**src/rtl/rc5ks_pkg.sv**
```systemverilog
package rc5ks_pkg;

  localparam int unsigned WORD_W = 32;
  localparam int unsigned ROT_W  = 5;

  localparam logic [WORD_W-1:0] SEED_WORD = 32'hB7E15163;
  localparam logic [WORD_W-1:0] STEP_WORD = 32'h9E3779B9;

  typedef enum logic [1:0] {
    KS_IDLE  = 2'd0,
    KS_MIX   = 2'd1,
    KS_ALIGN = 2'd2
  } ks_state_e;

  // Left rotation; an amount of zero returns the word unchanged.
  function automatic logic [WORD_W-1:0] rotl_word(input logic [WORD_W-1:0] x,
                                                  input logic [ROT_W-1:0]  n);
    logic [2*WORD_W-1:0] dbl;
    dbl = {x, x} << n;
    return dbl[2*WORD_W-1:WORD_W];
  endfunction

endpackage

```
**src/rtl/rc5ks_ring.sv**
```systemverilog
module rc5ks_ring #(
  parameter int unsigned WIDTH = 32,
  parameter int unsigned DEPTH = 4
) (
  input  logic                   clk_i,
  input  logic                   rst_ni,
  input  logic                   load_i,
  input  logic [WIDTH*DEPTH-1:0] load_vec_i,
  input  logic                   shift_i,
  input  logic [WIDTH-1:0]       tail_i,
  output logic [WIDTH-1:0]       head_o,
  output logic [WIDTH*DEPTH-1:0] vec_o
);

  logic [WIDTH-1:0] mem_q [DEPTH];
  logic [WIDTH-1:0] mem_d [DEPTH];
  logic             mem_en;

  assign mem_en = load_i | shift_i;

  for (genvar k = 0; k < DEPTH; k++) begin : g_slot
    if (k == DEPTH - 1) begin : g_tail
      always_comb begin
        if (load_i) mem_d[k] = load_vec_i[WIDTH*k +: WIDTH];
        else        mem_d[k] = tail_i;
      end
    end else begin : g_body
      always_comb begin
        if (load_i) mem_d[k] = load_vec_i[WIDTH*k +: WIDTH];
        else        mem_d[k] = mem_q[k+1];
      end
    end

    always_ff @(posedge clk_i) begin
      if (mem_en) mem_q[k] <= mem_d[k];
    end

    assign vec_o[WIDTH*k +: WIDTH] = mem_q[k];
  end

  assign head_o = mem_q[0];


  ring_hold_chk: assert property (@(posedge clk_i) disable iff (!rst_ni)
    (!load_i && !shift_i) |=> $stable(vec_o));

  if (DEPTH > 1) begin : g_adv_chk

    ring_advance_chk: assert property (@(posedge clk_i) disable iff (!rst_ni)
      (shift_i && !load_i) |=> (head_o == $past(vec_o[2*WIDTH-1:WIDTH])));
  end

endmodule

```
**src/rtl/rc5ks_mix.sv**
```systemverilog
module rc5ks_mix
  import rc5ks_pkg::*;
(
  input  logic              clk_i,
  input  logic              rst_ni,
  input  logic              clear_i,
  input  logic              step_i,
  input  logic [WORD_W-1:0] s_head_i,
  input  logic [WORD_W-1:0] l_head_i,
  output logic [WORD_W-1:0] s_new_o,
  output logic [WORD_W-1:0] l_new_o
);

  logic [WORD_W-1:0] a_q, b_q, a_d, b_d;
  logic [WORD_W-1:0] ab_sum;
  logic              ab_en;

  always_comb begin
    s_new_o = rotl_word(s_head_i + a_q + b_q, ROT_W'(3));
    ab_sum  = s_new_o + b_q;
    l_new_o = rotl_word(l_head_i + ab_sum, ab_sum[ROT_W-1:0]);
  end

  assign ab_en = clear_i | step_i;

  always_comb begin
    if (clear_i) begin
      a_d = '0;
      b_d = '0;
    end else begin
      a_d = s_new_o;
      b_d = l_new_o;
    end
  end

  always_ff @(posedge clk_i or negedge rst_ni) begin
    if (!rst_ni) begin
      a_q <= '0;
      b_q <= '0;
    end else if (ab_en) begin
      a_q <= a_d;
      b_q <= b_d;
    end
  end


  ab_clear_chk: assert property (@(posedge clk_i) disable iff (!rst_ni)
    clear_i |=> (a_q == '0 && b_q == '0));


  clear_step_excl_chk: assert property (@(posedge clk_i) disable iff (!rst_ni)
    !(clear_i && step_i));

endmodule

```
**src/rtl/rc5ks_ctrl.sv**
```systemverilog
module rc5ks_ctrl
  import rc5ks_pkg::*;
#(
  parameter int unsigned STEPS = 78,
  parameter int unsigned ALIGN = 0
) (
  input  logic clk_i,
  input  logic rst_ni,
  input  logic start_i,
  output logic load_o,
  output logic mix_o,
  output logic align_o,
  output logic done_o
);

  localparam int unsigned CW         = $clog2(STEPS + 1);
  localparam int unsigned ALIGN_LAST = (ALIGN > 0) ? ALIGN - 1 : 0;

  ks_state_e        state_q, state_d;
  logic [CW-1:0]    cnt_q, cnt_d;
  logic             done_q, done_d;

  always_comb begin
    load_o  = (state_q == KS_IDLE) && start_i;
    mix_o   = (state_q == KS_MIX);
    align_o = (state_q == KS_ALIGN);
  end

  always_comb begin
    state_d = state_q;
    cnt_d   = cnt_q;
    done_d  = 1'b0;
    unique case (state_q)
      KS_IDLE: begin
        if (start_i) begin
          state_d = KS_MIX;
          cnt_d   = '0;
        end
      end
      KS_MIX: begin
        if (cnt_q == CW'(STEPS - 1)) begin
          cnt_d = '0;
          if (ALIGN > 0) begin
            state_d = KS_ALIGN;
          end else begin
            state_d = KS_IDLE;
            done_d  = 1'b1;
          end
        end else begin
          cnt_d = cnt_q + 1'b1;
        end
      end
      KS_ALIGN: begin
        if (cnt_q == CW'(ALIGN_LAST)) begin
          cnt_d   = '0;
          state_d = KS_IDLE;
          done_d  = 1'b1;
        end else begin
          cnt_d = cnt_q + 1'b1;
        end
      end
      default: begin
        state_d = KS_IDLE;
        cnt_d   = '0;
      end
    endcase
  end

  always_ff @(posedge clk_i or negedge rst_ni) begin
    if (!rst_ni) begin
      state_q <= KS_IDLE;
      cnt_q   <= '0;
      done_q  <= 1'b0;
    end else begin
      state_q <= state_d;
      cnt_q   <= cnt_d;
      done_q  <= done_d;
    end
  end

  assign done_o = done_q;


  done_pulse_chk: assert property (@(posedge clk_i) disable iff (!rst_ni)
    done_o |=> !done_o);


  cnt_range_chk: assert property (@(posedge clk_i) disable iff (!rst_ni)
    (state_q == KS_MIX) |-> (cnt_q < CW'(STEPS)));


  cnt_advance_chk: assert property (@(posedge clk_i) disable iff (!rst_ni)
    (state_q == KS_MIX && $past(state_q) == KS_MIX) |-> (cnt_q == $past(cnt_q) + 1'b1));


  phase_onehot_chk: assert property (@(posedge clk_i) disable iff (!rst_ni)
    $onehot0({load_o, mix_o, align_o}));

endmodule

```
**src/rtl/rc5_key_sched.sv**
```systemverilog
module rc5_key_sched
  import rc5ks_pkg::*;
#(
  parameter int unsigned ROUNDS    = 12,
  parameter int unsigned KEY_BYTES = 9
) (
  input  logic                                clk_i,
  input  logic                                rst_ni,
  input  logic                                start_i,
  input  logic [8*KEY_BYTES-1:0]              key_i,
  output logic                                done_o,
  output logic [WORD_W*(2*ROUNDS+2)-1:0]      s_table_o
);

  localparam int unsigned T_WORDS = 2 * ROUNDS + 2;
  localparam int unsigned C_WORDS = (KEY_BYTES + 3) / 4;
  localparam int unsigned PASS_W  = (T_WORDS > C_WORDS) ? T_WORDS : C_WORDS;
  localparam int unsigned STEPS   = 3 * PASS_W;
  localparam int unsigned ALIGN   = (T_WORDS - (STEPS % T_WORDS)) % T_WORDS;

  logic                          load_en, mix_en, align_en;
  logic [WORD_W*T_WORDS-1:0]     s_seed;
  logic [WORD_W*C_WORDS-1:0]     l_seed;
  logic [WORD_W-1:0]             s_head, l_head, s_new, l_new, s_tail;
  logic                          s_shift;
  logic [WORD_W*C_WORDS-1:0]     l_vec;

  // Seeded table: arithmetic progression from the two constants.
  for (genvar i = 0; i < T_WORDS; i++) begin : g_seed
    assign s_seed[WORD_W*i +: WORD_W] = SEED_WORD + WORD_W'(i) * STEP_WORD;
  end

  // Key words, little-endian byte packing with zero fill.
  for (genvar j = 0; j < C_WORDS; j++) begin : g_lword
    for (genvar m = 0; m < 4; m++) begin : g_lbyte
      if (4 * j + m < KEY_BYTES) begin : g_used
        assign l_seed[WORD_W*j + 8*m +: 8] = key_i[8*(4*j+m) +: 8];
      end else begin : g_pad
        assign l_seed[WORD_W*j + 8*m +: 8] = 8'h00;
      end
    end
  end

  rc5ks_ctrl #(
    .STEPS (STEPS),
    .ALIGN (ALIGN)
  ) u_ctrl (
    .clk_i   (clk_i),
    .rst_ni  (rst_ni),
    .start_i (start_i),
    .load_o  (load_en),
    .mix_o   (mix_en),
    .align_o (align_en),
    .done_o  (done_o)
  );

  rc5ks_mix u_mix (
    .clk_i    (clk_i),
    .rst_ni   (rst_ni),
    .clear_i  (load_en),
    .step_i   (mix_en),
    .s_head_i (s_head),
    .l_head_i (l_head),
    .s_new_o  (s_new),
    .l_new_o  (l_new)
  );

  assign s_shift = mix_en | align_en;
  assign s_tail  = mix_en ? s_new : s_head;

  rc5ks_ring #(
    .WIDTH (WORD_W),
    .DEPTH (T_WORDS)
  ) u_s_ring (
    .clk_i      (clk_i),
    .rst_ni     (rst_ni),
    .load_i     (load_en),
    .load_vec_i (s_seed),
    .shift_i    (s_shift),
    .tail_i     (s_tail),
    .head_o     (s_head),
    .vec_o      (s_table_o)
  );

  rc5ks_ring #(
    .WIDTH (WORD_W),
    .DEPTH (C_WORDS)
  ) u_l_ring (
    .clk_i      (clk_i),
    .rst_ni     (rst_ni),
    .load_i     (load_en),
    .load_vec_i (l_seed),
    .shift_i    (mix_en),
    .tail_i     (l_new),
    .head_o     (l_head),
    .vec_o      (l_vec)
  );


  table_hold_chk: assert property (@(posedge clk_i) disable iff (!rst_ni)
    (done_o && !start_i) |=> $stable(s_table_o));


  seed_head_chk: assert property (@(posedge clk_i) disable iff (!rst_ni)
    load_en |=> (s_head == SEED_WORD));


  key_head_chk: assert property (@(posedge clk_i) disable iff (!rst_ni)
    load_en |=> (l_vec == $past(l_seed)));

endmodule

```
**config.mk**
```make
export PLATFORM = sky130hd
export DESIGN_NAME = rc5_key_sched
export DESIGN_NICKNAME = d
export VERILOG_FILES = /design/src/rtl/rc5ks_pkg.sv /design/src/rtl/rc5ks_ring.sv /design/src/rtl/rc5ks_mix.sv /design/src/rtl/rc5ks_ctrl.sv /design/src/rtl/rc5_key_sched.sv
export SDC_FILE = /design/constraint.sdc
export NUM_CORES = 1
export LEC_CHECK = 0
export BUFFER_PORTS_ARGS = -buffer_cell sky130_fd_sc_hd__buf_2
export CORE_AREA = 2 2 352 354
export CTS_BUF_LIST = sky130_fd_sc_hd__clkbuf_16
export DETAILED_ROUTE_END_ITERATION = 10
export DIE_AREA = 0 0 354 356
export GPL_TIMING_DRIVEN = 0
export PLACE_DENSITY = 0.72
export SETUP_SLACK_MARGIN = 0.1
export SLEW_MARGIN = 10
export SYNTH_ARGS = -nofsm -noshare
export SYNTH_HDL_FRONTEND = slang
export SYNTH_HIERARCHICAL = 1
export SYNTH_SLANG_ARGS = --single-unit
export TNS_END_PERCENT = 5
```
**constraint.sdc**
```tcl
create_clock -name clk_i -period 20.8 [get_ports clk_i]
set_input_delay 1.04 -clock clk_i [delete_from_list [all_inputs] [get_ports clk_i]]
set_output_delay 1.04 -clock clk_i [all_outputs]
set_load 0.03 [all_outputs]
```
==> out/qor.yml, run 1 <==
status:
  status: "finished clean"
setup_path:
  crit_top_cell: "o21ai_0"
  ff2ff_path_depth: 37
  cp-end-kind: "flip-flop"
  worstReg2RegStart: "u_s_ring/mem_q[0][1]"
  worstSetupStartpointType: "flip-flop"
  cp_max_fo: 10
  crit_start: "u_s_ring/mem_q[0][1]"
  worst-endpoint-arrival_ns: 13.80
  critPathKind: "reg2reg"
  slowest_delay_ns: 0.85
  crit_path_top_delay_cell: "a221oi_1"
  cp_top_family: "compound AO/OA/AOI/OAI gates"
  crit_cells: 37
  worst_ep_required_time_ns: 21.25
  cp.buffers_inverters: 6
placement:
  hpwl_um: 152000
  port-buffer-count: 907
  place_congestion: 1.03
  post_dp_cell_area_um2: 62900
  place_inst: 6812
grt:
  gr-total-overflow: 0
  grt_use_total_pct: 29.2
  grt_pass1_wl_um: 262000
  antenna_found_initial: 7
  grt_pass1_vias: 36200
  grt_max_degree: 64
layout:
  drive_gt1_share_pct: 42.2
  nets: 5492
  area_growth_pct: 26.2
  diodes: 0
  postLayoutCellArea_um2: 66500
  layoutNonFillerInstCount: 7019
timing:
  period_minus_slack_ns: 13.35
  finalSetupViolations: 0
  skew_ns: 0.0550
  rsz0062_at_grt: "false"
  fmax_mhz: 74.9
  fin_crit_sh_pct: 64.2
  drv_slew: 0
  tightest_slew_ns: 1.17
  slew_headroom_pct: 22.1
  setup_tns_ns: 0
  report.final.hold_viol_count: 0
clocking:
  path_clk_slew_ns: 0.07
  cts_buffer_depth: 3
  post_cts_buffers: 0
  cts-root-buf: "clkbuf_16"
  postCtsHoldBufs: 0
  numCtsBuffers: 111
  cts_resized: 0
  cts_num_sinks: 1001
  worstSkewPairLatency_ns: 0.76
  ctsHtreeMaxLevel: 3
  cts_tree: "done"
floorplan:
  die-height_um: 356
  start_util_pct: 42.9
  core_area_um2: 123000
  die-area_um2: 126000
  rows: 129
  die-width_um: 354
  io_pins: 908
synthesis:
  netlist_area_um2: 52700
  syn_area_per_cell_um2: 15.5
  yosysWarnings: 6
  synthCells: 3396
drt:
  wl_um: 191000
  post_drt_wl_per_cell_um: 27.2
  drc: 0
  ant_nets: 0
  vias: 36400
  drt_pass1_iterations: 6
  drt-initial-drc-count: 3714
  routed_via_density: 5.18
hold_path:
  hp-class: "in2async"
job:
  maxCapViolations: 0
==> layout make-up <==
cell class / count / area (um2)
fillers: 10200 / 56200
flip-flops and latches: 1001 / 29700
multi-input cells: 3005 / 24500
repair buffers: 925 / 5000
clock buffers: 111 / 2780
well taps: 1637 / 2050
plain buffers: 202 / 1490
clock inverters: 96 / 754
inverters: 42 / 158
==> sequential cells by signal, indices dropped and copies added (netlist names) <==
signal          count
u_s_ring/mem_q    832
u_mix/a_q          32
u_mix/b_q          32
u_ctrl/done_o       1
u_l_ring/mem_q     96
u_ctrl/state_q      1
u_ctrl/cnt_q        7
==> worst reg2reg max path: cells and delay by family (launching register included) <==
kind / cells / cell delay [ns]
AND/OR/NAND/NOR: 3 / 0.52
adder cells (fa/ha/maj): 5 / 2.06
AO/OA/AOI/OAI: 21 / 7.02
flip-flops: 1 / 0.61
multiplexers: 1 / 0.30
XOR/XNOR: 1 / 0.79
buffers and inverters: 6 / 1.76
==> final timing paths <==
path | endpoint | slack (ns)
setup reg to reg | u_l_ring/mem_q[0][80] | 7.45
setup / recovery | u_l_ring/mem_q[0][80] | 7.45
min in group clk_i | u_ctrl/cnt_q[1] | 0.50
hold / removal | u_ctrl/done_o | 0.21
hold reg to reg | u_mix/a_q[28] | 0.54
max in group asynchronous | u_mix/b_q[30] | 19.90
==> through the flow <==
stage | hold WS (ns) | util, % | worst slack (ns)
3_5_place_dp | 0.526 | 51.3 | 7.82
4_1_cts | 0.167 | 54.2 | 7.72
5_1_grt | 0.194 | 54.2 | 7.01
3_3_place_gp | 0.519 | 50.9 | 2.60
6_report | 0.206 | 54.2 | 7.45
2_1_floorplan | 0.497 | - | 8.22
==> layer usage <==
metal,vias to the layer above,track usage [%],share of wire (%)
li1,16000,-,-
met5,-,0,0.012
met1,18300,33.8,37
met3,390,7.25,7.4
met2,1619,51.1,50
met4,4,13.5,5.3
==> cell usage in the layout, fill, tap and decap left out, drive strengths merged, types with 18 or more instances in the layout <==
cell type  count
a211oi        24
a21o          34
a21oi         97
and2          18
buf         1087
clkbuf       151
clkinv        54
conb         857
dfrtp         73
edfxtp       928
fa            34
ha            95
inv           73
mux2         974
mux2i         59
nand2        111
nand3         25
nor2         156
nor3          29
o211ai        19
o21a          30
o21ai         88
xnor2         56
xor2          31
Power of run 1 is not shown: default switching activity piles up to over one toggle a cycle in this logic, so the estimate is an artifact.
==> run 2, diff against run 1 <==
--- a/config.mk
+++ b/config.mk
@@ -5,13 +5,14 @@
 export SDC_FILE = /design/constraint.sdc
 export NUM_CORES = 1
 export LEC_CHECK = 0
+export ABC_AREA = 1
 export BUFFER_PORTS_ARGS = -buffer_cell sky130_fd_sc_hd__buf_2
-export CORE_AREA = 2 2 352 354
+export CORE_AREA = 2 2 349 351
 export CTS_BUF_LIST = sky130_fd_sc_hd__clkbuf_16
 export DETAILED_ROUTE_END_ITERATION = 10
-export DIE_AREA = 0 0 354 356
+export DIE_AREA = 0 0 351 353
 export GPL_TIMING_DRIVEN = 0
-export PLACE_DENSITY = 0.72
+export PLACE_DENSITY = 0.71
 export SETUP_SLACK_MARGIN = 0.1
 export SLEW_MARGIN = 10
 export SYNTH_ARGS = -nofsm -noshare
==> constraint.sdc (replaced) <==
create_clock -name clk_i -period 12.1 [get_ports clk_i]
set_input_delay 0.605 -clock clk_i [delete_from_list [all_inputs] [get_ports clk_i]]
set_output_delay 0.605 -clock clk_i [all_outputs]
set_load 0.03 [all_outputs]
==> out/qor.yml, run 2 <==
clocking:
  ctsHtreeMaxLevel: 3  # unchanged
  cts_num_sinks: 1001  # unchanged
  cts_buffer_depth: 3  # unchanged
  cts_tree: "done"
  cts-root-buf: "clkbuf_16"
  numCtsBuffers: 109  # -1.8%
  path_clk_slew_ns: 0.06  # about the same
  worstSkewPairLatency_ns: 0.74  # -0.02 ns
timing:
  finalSetupViolations: 0  # unchanged
  slew_headroom_pct: 24.9  # +2.8 points
  fin_crit_sh_pct: 75.6  # +11 points
  drv_slew: 0  # unchanged
  whs_ns: 0.143  # -0.0625 ns
  report.final.hold_viol_count: 0  # unchanged
  fmax_mhz: 109  # +46%
  skew_ns: 0.0279  # -0.0270 ns
  tightest_slew_ns: 1.12  # -0.0458 ns
  rsz0062_at_grt: "false"
  period_minus_slack_ns: 9.15  # -4.20 ns
grt:
  grt_max_degree: 65  # +1.6%
  met3_usage_pct: 8.73  # +1.5 points
  antenna_found_initial: 6  # -1
  grt_pass1_wl_um: 274000  # +4.8%
  grt_pass1_vias: 42200  # +17%
  grt.busiest_layer: "met2"
  gr-total-overflow: 0  # unchanged
  grt_util_met1_pct: 38.2  # +4.4 points
  met2_usage_pct: 48.3  # -2.7 points
  grt_use_total_pct: 30.5  # +1.2 points
setup_path:
  slowest_delay_ns: 0.55  # -0.30 ns
  worst-endpoint-arrival_ns: 9.63  # -4.17 ns
  cp_max_fo: 6  # -4
  worstSetupStartpointType: "flip-flop"
  crit_path_top_delay_cell: "fa_1"
  worst_ep_required_time_ns: 12.58  # -8.67 ns
  cp-end-kind: "flip-flop"
  critPathKind: "reg2reg"
  crit_top_cell: "nand2_1"
placement:
  place_congestion: 0.984  # -4.6%
  hpwl_um: 154000  # +0.89%
  place_inst: 9035  # +33%
  port-buffer-count: 907  # unchanged
drt:
  ant_nets: 0  # unchanged
  drt_pass1_iterations: 6  # unchanged
  routed_via_density: 4.79  # -7.7%
  wl_um: 193000  # +0.88%
  drt-initial-drc-count: 4699  # +27%
  vias: 44200  # +22%
  post_drt_wl_per_cell_um: 20.9  # -23%
  drc: 0  # unchanged
layout:
  reg_top3: "u_s_ring/mem_q: 832 flops, u_l_ring/mem_q: 96 flops"
  layoutNonFillerInstCount: 9243  # +32%
  diodes: 0  # unchanged
  area_growth_pct: 27.2
  top_register: "u_s_ring/mem_q"
  regArea_um2: 29700  # unchanged
  largest_register_ff_count: 832  # unchanged
  fillerInstances: 11100  # +8.7%
  layout_commonest_cell: "nand2_1"
  layout_common_cells: "3237 x nand2_1, 1045 x buf_2, 928 x edfxtp_1"
  multi_input_area_um2: 21800  # -11%
  final_util_pct: 53.5  # -0.68 points
  nets: 7726  # +41%
  drive_gt1_share_pct: 17.9  # -24 points
floorplan:
  rows: 128  # -0.78%
  die-width_um: 351  # -0.85%
  start_util_pct: 42.0  # -0.89 points
  die-height_um: 353  # -0.84%
  die-area_um2: 124000  # -1.7%
  core_area_um2: 121000  # -1.7%
  io_pins: 908  # unchanged
hold_path:
  hp-class: "in2reg"
job:
  maxCapViolations: 0  # unchanged
synthesis:
  netlist_area_um2: 50700  # -3.7%
  synthCells: 5631  # +66%
  yosysWarnings: 6  # unchanged
  syn_area_per_cell_um2: 9.00  # -42%
status:
  status: "finished clean"
## run 2: cell count changes in the layout (fill, tap and decap cells not counted), sizes merged, moves of 70 or more
cell,before,now
nand3,25,299
buf,1087,1178
inv,73,195
nand2,111,3240
mux2,974,0
nor2,156,86
## run 2: worst max-delay path: cells and delay by family (launching register included)
kind | cells | cell delay (ns)
simple gates | 22 | 3.00
compound gates | 12 | 2.63
fa+ha+maj | 5 | 1.97
flops | 1 | 0.53
xor+xnor | 1 | 0.40
buf+inv | 4 | 0.34
## run 2: through the flow
stage                     TNS [ns]  setup WS (ns)  instance area [um2]
after floorplan                  0          0.283                53900
after global placement    -3896.68          -4.75                60500
after detailed placement         0           3.20                61000
after CTS                        0           3.16                64500
after global routing             0           2.47                64500
final                            0           2.95                64500
## run 2: cell type report
cell class	instances	area share, %
Inverter	168	0.985
Timing Repair Buffer	926	7.78
Multi-Input combinational cell	5028	33.8
Clock inverter	96	1.20
Clock buffer	111	4.31
Sequential cell	1001	46.0
Buffer	288	2.74
Tap cell	1625	3.15
## run 2: worst paths after layout
path,slack (ns),end,cells past startpoint,startpoint
min in group asynchronous,0.43,u_mix/b_q[23],2,rst_ni
hold / removal,0.14,u_l_ring/mem_q[0][19],3,key_i[19]
hold reg to reg,0.51,u_l_ring/mem_q[0][3],2,u_l_ring/mem_q[0][35]
max in group asynchronous,11.04,u_ctrl/cnt_q[2],3,rst_ni
setup / recovery,2.95,u_l_ring/mem_q[0][88],44,u_s_ring/mem_q[0][1]
setup reg to reg,2.95,u_l_ring/mem_q[0][88],44,u_s_ring/mem_q[0][1]
## run 2: repair_timing
item	4_1_cts	5_1_grt
setup endpoints to repair	0	0
hold buffers	1	0
hold endpoints to repair	31	0
setup buffers	0	0
resized for setup	0	0
## run 2: layer usage
layer,vias to the layer above,wire length [um]
li1,21200,-
met1,20500,75300
met2,2041,87900
met3,411,19200
met4,4,10400
met5,-,23
Power of run 2 is left out for the same reason.
